`src/rtl/bsq_pkg.sv`:
```
package bsq_pkg;

    typedef enum logic [2:0] {
        OP_LOW_ONE   = 3'd0,
        OP_LOW_ZERO  = 3'd1,
        OP_ZERO_CNT  = 3'd2,
        OP_LEAD      = 3'd3,
        OP_SIGN_RUN  = 3'd4,
        OP_QUAD_FILL = 3'd5,
        OP_QUAD_PACK = 3'd6,
        OP_NONE      = 3'd7
    } bsq_op_e;

    localparam int IDX_W  = 32;
    localparam int NSCAN  = 4;

endpackage

```
`src/rtl/bsq_low_finder.sv`:
```
module bsq_low_finder #(
    parameter int W  = 64,
    localparam int IW = $clog2(W)
) (
    input  logic [W-1:0]  vec,
    output logic          found,
    output logic [IW-1:0] idx
);
    always_comb begin
        found = |vec;
        idx   = '0;
        for (int i = W - 1; i >= 0; i--) begin
            if (vec[i]) idx = i[IW-1:0];
        end
    end

    always_comb begin
        if (found) begin
            a_hit_is_set_r4: assert (vec[idx] == 1'b1);
        end
    end
endmodule

```
`src/rtl/bsq_popcount.sv`:
```
module bsq_popcount #(
    parameter int W  = 64,
    localparam int CW = $clog2(W + 1)
) (
    input  logic [W-1:0]  vec,
    output logic [CW-1:0] cnt
);
    always_comb begin
        cnt = '0;
        for (int i = 0; i < W; i++) begin
            cnt = cnt + {{(CW-1){1'b0}}, vec[i]};
        end
    end
endmodule

```
`src/rtl/bsq_quad.sv`:
```
module bsq_quad #(
    parameter int W  = 64,
    parameter int G  = 4,
    localparam int NG = W / G
) (
    input  logic [W-1:0] vec,
    output logic [W-1:0] fill,
    output logic [W-1:0] pack
);
    logic [NG-1:0] grp_any;

    for (genvar g = 0; g < NG; g++) begin : g_grp
        assign grp_any[g]       = |vec[g*G +: G];
        assign fill[g*G +: G]   = {G{grp_any[g]}};
    end

    assign pack = {{(W-NG){1'b0}}, grp_any};
endmodule

```
`src/rtl/bitscan_unit.sv`:
```
module bitscan_unit
    import bsq_pkg::*;
#(
    parameter int DATA_W = 64,
    parameter int GRP_W  = 4
) (
    input  logic              clk,
    input  logic              rst_n,
    input  logic              in_valid,
    input  logic              in_wide,
    input  logic [2:0]        in_opcode,
    input  logic [DATA_W-1:0] in_operand,
    output logic              out_valid,
    output logic [DATA_W-1:0] out_result
);
    localparam int HALF_W = DATA_W / 2;
    localparam int SW     = $clog2(DATA_W);
    localparam int CW     = $clog2(DATA_W + 1);
    localparam int NGRP   = DATA_W / GRP_W;

    typedef struct packed {
        logic              vld;
        logic [DATA_W-1:0] res;
    } state_t;

    state_t st_d, st_q;

    logic [DATA_W-1:0] op_e, width_mask, diff_v;
    logic              sign_b;
    logic [DATA_W-1:0] scan_in [NSCAN];
    logic              scan_found [NSCAN];
    logic [SW-1:0]     scan_idx [NSCAN];
    logic [CW-1:0]     ones_cnt;
    logic [DATA_W-1:0] quad_fill, quad_pack;

    function automatic logic [DATA_W-1:0] flip(input logic [DATA_W-1:0] v,
                                               input logic wide);
        logic [DATA_W-1:0] r;
        r = '0;
        if (wide) begin
            for (int i = 0; i < DATA_W; i++) r[i] = v[DATA_W-1-i];
        end else begin
            for (int i = 0; i < HALF_W; i++) r[i] = v[HALF_W-1-i];
        end
        return r;
    endfunction

    function automatic logic [DATA_W-1:0] as_index(input logic found,
                                                   input logic [SW-1:0] idx);
        logic [IDX_W-1:0] v;
        v = found ? {{(IDX_W-SW){1'b0}}, idx} : {IDX_W{1'b1}};
        return {{(DATA_W-IDX_W){1'b0}}, v};
    endfunction

    always_comb begin
        width_mask = in_wide ? {DATA_W{1'b1}} : {{HALF_W{1'b0}}, {HALF_W{1'b1}}};
        op_e       = in_operand & width_mask;
        sign_b     = in_wide ? in_operand[DATA_W-1] : in_operand[HALF_W-1];
        diff_v     = (op_e ^ {DATA_W{sign_b}}) & width_mask;
        scan_in[0] = op_e;
        scan_in[1] = ~op_e & width_mask;
        scan_in[2] = flip(op_e, in_wide);
        scan_in[3] = flip(diff_v, in_wide);
    end

    for (genvar s = 0; s < NSCAN; s++) begin : g_scan
        bsq_low_finder #(.W(DATA_W)) u_find (
            .vec   (scan_in[s]),
            .found (scan_found[s]),
            .idx   (scan_idx[s])
        );
    end

    bsq_popcount #(.W(DATA_W)) u_pop (
        .vec (op_e),
        .cnt (ones_cnt)
    );

    bsq_quad #(.W(DATA_W), .G(GRP_W)) u_quad (
        .vec  (op_e),
        .fill (quad_fill),
        .pack (quad_pack)
    );

    always_comb begin
        logic [IDX_W-1:0] act_w;
        logic [IDX_W-1:0] zeros;
        st_d  = st_q;
        act_w = in_wide ? IDX_W'(DATA_W) : IDX_W'(HALF_W);
        zeros = act_w - {{(IDX_W-CW){1'b0}}, ones_cnt};
        st_d.vld = in_valid;
        if (in_valid) begin
            case (bsq_op_e'(in_opcode))
                OP_LOW_ONE:   st_d.res = as_index(scan_found[0], scan_idx[0]);
                OP_LOW_ZERO:  st_d.res = as_index(scan_found[1], scan_idx[1]);
                OP_ZERO_CNT:  st_d.res = {{(DATA_W-IDX_W){1'b0}}, zeros};
                OP_LEAD:      st_d.res = as_index(scan_found[2], scan_idx[2]);
                OP_SIGN_RUN:  st_d.res = as_index(scan_found[3], scan_idx[3]);
                OP_QUAD_FILL: st_d.res = quad_fill;
                OP_QUAD_PACK: st_d.res = quad_pack;
                default:      st_d.res = '0;
            endcase
        end
    end

    always_ff @(posedge clk or negedge rst_n) begin
        if (!rst_n) st_q <= '0;
        else        st_q <= st_d;
    end

    assign out_valid  = st_q.vld;
    assign out_result = st_q.res;

    p_valid_follow_r2: assert property (@(posedge clk) disable iff (!rst_n)
        in_valid |=> out_valid);
    p_idle_hold_r2: assert property (@(posedge clk) disable iff (!rst_n)
        !in_valid |=> (!out_valid && $stable(out_result)));
    p_narrow_upper_r11: assert property (@(posedge clk) disable iff (!rst_n)
        (in_valid && !in_wide) |=> (out_result[DATA_W-1:HALF_W] == '0));
    p_pack_upper_r10: assert property (@(posedge clk) disable iff (!rst_n)
        (in_valid && in_opcode == 3'd6) |=> (out_result[DATA_W-1:NGRP] == '0));
    p_fill_groups_r9: assert property (@(posedge clk) disable iff (!rst_n)
        (in_valid && in_opcode == 3'd5) |=> (($countones(out_result) % GRP_W) == 0));
    p_none_op_r12: assert property (@(posedge clk) disable iff (!rst_n)
        (in_valid && in_opcode == 3'd7) |=> (out_result == '0));
    p_index_upper_r3: assert property (@(posedge clk) disable iff (!rst_n)
        (in_valid && in_opcode <= 3'd4) |=> (out_result[DATA_W-1:IDX_W] == '0));
endmodule

```
`config.mk`:
```
export PLATFORM = sky130hd
export DESIGN_NAME = bitscan_unit
export DESIGN_NICKNAME = d
export VERILOG_FILES = /design/src/rtl/bsq_pkg.sv /design/src/rtl/bsq_low_finder.sv /design/src/rtl/bsq_popcount.sv /design/src/rtl/bsq_quad.sv /design/src/rtl/bitscan_unit.sv
export SDC_FILE = /design/constraint.sdc
export NUM_CORES = 1
export LEC_CHECK = 0
export ABC_CLOCK_PERIOD_IN_PS = 4019
export BUFFER_PORTS_ARGS = -buffer_cell sky130_fd_sc_hd__buf_4
export CORE_UTILIZATION = 25
export CTS_BUF_LIST = sky130_fd_sc_hd__clkbuf_8 sky130_fd_sc_hd__clkbuf_16
export CTS_CLUSTER_DIAMETER = 150
export CTS_CLUSTER_SIZE = 24
export DETAILED_ROUTE_END_ITERATION = 16
export SYNTH_ARGS = -nofsm -noshare
export SYNTH_HDL_FRONTEND = slang
export SYNTH_SLANG_ARGS = --single-unit
```
`constraint.sdc`:
```
create_clock -name clk -period 4.02 [get_ports clk]
set_input_delay 0.201 -clock clk [delete_from_list [all_inputs] [get_ports clk]]
set_output_delay 0.201 -clock clk [all_outputs]
set_load 0.05 [all_outputs]
```
==> impl_metrics.json <==
{
  "status": "finished with violations",
  "violations": "setup timing",
  "drtIter0Drc": 1355,
  "core_mm2": 0.0336,
  "hold_path_depth": 1,
  "ant_nets": 0,
  "fillerInstances": 3536,
  "reg2regPathDepth": 7,
  "nNetsFinal": 1523,
  "finalHoldViolations": 0,
  "ir_drop_mv": 1.56,
  "yosysSeqAreaShare_pct": 8.47,
  "antenna_found_initial": 0,
  "floorplan.initialDensity_pct": 25.5,
  "grt_pass1_wl_mm": 64.7,
  "finalSetupViolCount": 20,
  "ys_ff_latch": 29,
  "final_core_util_pct": 33.7,
  "clk_latency_ns": 0.27,
  "placed_area_mm2": 0.0107,
  "avgRoutedWirePerCell_um": 24.1,
  "async_reset_ff_share_pct": 100,
  "syn_inst": 1206,
  "insertedDiodeCount": 0,
  "synth_top_area_share_pct": 12.6,
  "dp_hpwl_mm": 35.0,
  "vias": 10685,
  "die_x_um": 187,
  "p_leak_nw": 4.72,
  "grt_overflow_total": 0,
  "multi_input_area_mm2": 0.00720,
  "drv_cap": 0,
  "clk_pin_slew_ns": 0.05,
  "cts_made_buffers": 5,
  "grt_pass1_vias": 9930,
  "drt-vias-per-instance": 5.85,
  "synth_largest_area_cell": "fa_1",
  "rr_startpoint": "out_result[2]$_DFFE_PN0P_",
  "grt_usage_pct": 24.3,
  "cts_buffer_depth": 2,
  "die_h_um": 187,
  "r2r-end": "out_result[2]$_DFFE_PN0P_",
  "synth_area_leaders": "fa_1 (13%), dfrtp_1 (8.5%), nand2_1 (4.6%)",
  "yosysWarnings": 0,
  "startpoint": "in_wide",
  "setup_slack_ns": -3.13,
  "cts-root-buf": "clkbuf_16",
  "ys_top_cells_by_count": "nand2_1 (104), inv_1 (86), clkbuf_1 (81), nor2_1 (74), a21oi_1 (64)",
  "startpoint_type": "input port",
  "area_growth_pct": 32.2,
  "layout_min_cycle_time_ns": 7.15,
  "clock_skew_ns": 0,
  "io_buffers": 135,
  "slew_headroom_pct": 22.9,
  "arrival_ns": 7.29,
  "synth_nets": 1351,
  "clock-sinks": 29,
  "cts_max_level": 2,
  "min_from": "in_valid",
  "cp_max_fo": 6,
  "drive_gt1_share_pct": 29.4,
  "period_share_pct": 178,
  "worstHoldEndpoint": "out_valid$_DFF_PN0_",
  "die-area_mm2": 0.0350,
  "yosysUniqueCellTypes": 84,
  "drc": 0,
  "wl_mm": 44.0,
  "rsz0062_at_grt": "yes",
  "cts_tree": "done",
  "finalInstanceArea_mm2": 0.0113,
  "rows": 67,
  "power_mw": 14.7,
  "yosys_most_used_dff": "dfrtp_1",
  "drt_first_pass_iters": 6,
  "synth.avg_cell_area_um2": 7.10,
  "fin_tns_setup_ns": -59.37,
  "worstPathRequired_ns": 4.16,
  "hold_path.class": "in2reg",
  "synth_edf_count": 0,
  "place.gp.congestion": 1.00,
  "fmax_mhz": 140,
  "power_density_mw_per_mm2": 1300,
  "synth_area_mm2": 0.00857,
  "worst_pin_slew_ns": 1.15,
  "ioPinCount": 136,
  "synth.most_common_cell": "nand2_1",
  "seq_area_um2": 726,
  "reg2reg_slack_ns": 2.12,
  "crit_path_end_kind": "flop",
  "grt_max_degree": 79,
  "critPathKind": "in2reg",
  "finalMaxSlewViolations": 0
}
-- flip-flops by register name, indices dropped and copies added, names as in the netlist --
name and flops:
out_result 28, out_valid 1
-- placed cells by master (no fill, tap or decap), types with 29 or more instances in the layout --
| cell type | instances |
|---|---|
| dfrtp_1 | 29 |
| nand3_1 | 46 |
| buf_4 | 295 |
| inv_1 | 84 |
| nand2_1 | 101 |
| a21oi_1 | 63 |
| o21ai_0 | 56 |
| nor3_1 | 48 |
| fa_1 | 50 |
| nand4_1 | 35 |
| nor2_1 | 73 |
-- power breakdown --
| group | internal, mW | total [mW] | switching, mW |
|---|---|---|---|
| sequential | 0.353 | 0.399 | 0.0460 |
| clock | 0.224 | 0.351 | 0.127 |
| combinational | 7.01 | 14.0 | 6.96 |
-- per-layer routing --
layer  routed length, µm  track usage, %  up-vias
li1                    -               -     4779
met1               17600            32.6     5204
met2               20500            39.4      607
met3                3950            3.60       95
met4                1900            8.48        0
met5                   0               0        -
-- logic make-up after synthesis --
kind of cell	count (synthesis)	share of synthesized area [%]
compound gates	359	29.7
xor+xnor	12	1.23
fa+ha+maj	74	15.5
buf+inv	229	12.3
flops	29	8.47
mux	32	3.84
simple gates	471	29.0
-- worst max-delay path by stage --
stage,endpoint,slack [ns],cells after the start
2_1_floorplan,out_result[12]$_DFFE_PN0P_,-3.99,36
3_3_place_gp,out_result[12]$_DFFE_PN0P_,-3.60,28
3_5_place_dp,out_result[13]$_DFFE_PN0P_,-3.63,28
4_1_cts,out_result[11]$_DFFE_PN0P_,-3.16,28
5_1_grt,out_result[12]$_DFFE_PN0P_,-3.42,27
6_report,out_result[13]$_DFFE_PN0P_,-3.13,28
-- critical path, cell delays in order --
cell,delay [ns]
buf_12,0.12
and2_4,0.14
fa_1,0.53
inv_1,0.05
fa_1,0.49
inv_1,0.06
fa_1,0.51
inv_1,0.05
fa_1,0.58
inv_1,0.08
fa_1,0.49
inv_2,0.04
fa_2,0.59
fa_1,0.43
fa_1,0.50
fa_2,0.39
fa_2,0.35
nor2b_2,0.12
o21ai_2,0.07
a21boi_2,0.14
o21a_1,0.14
nor2_1,0.04
ha_1,0.31
nand2_1,0.07
o21ai_2,0.21
nand4b_4,0.21
o21ai_4,0.24
o311ai_2,0.14
-- repair_timing --
item / CTS / global route
hold buffers: 1 / 0
hold endpoints to repair: 29 / 0
endpoints found under the setup margin: 20 / 20
gates cloned: 1 / 0
pin swaps: 35 / 43
setup buffers: 5 / 2
resized for setup: 49 / 38
-- cell type report --
type,instances,area share (%)
clock buffer,5,1.10
clock inverter,3,0.122
inverter,88,2.92
multi-input combinational,948,63.6
sequential,29,6.41
tap,448,4.95
timing repair buffer,306,20.9
-- per-stage QoR --
step,hold slack (ns),std cells,worst slack [ns]
finish,0.142,1827,-3.13
global route,0.131,1827,-3.42
CTS,0.135,1825,-3.16
detailed placement,0.155,1812,-3.63
global placement,0.147,1812,-3.60
floorplan,-0.0946,1206,-3.99
(Power assumes the default switching activity.)
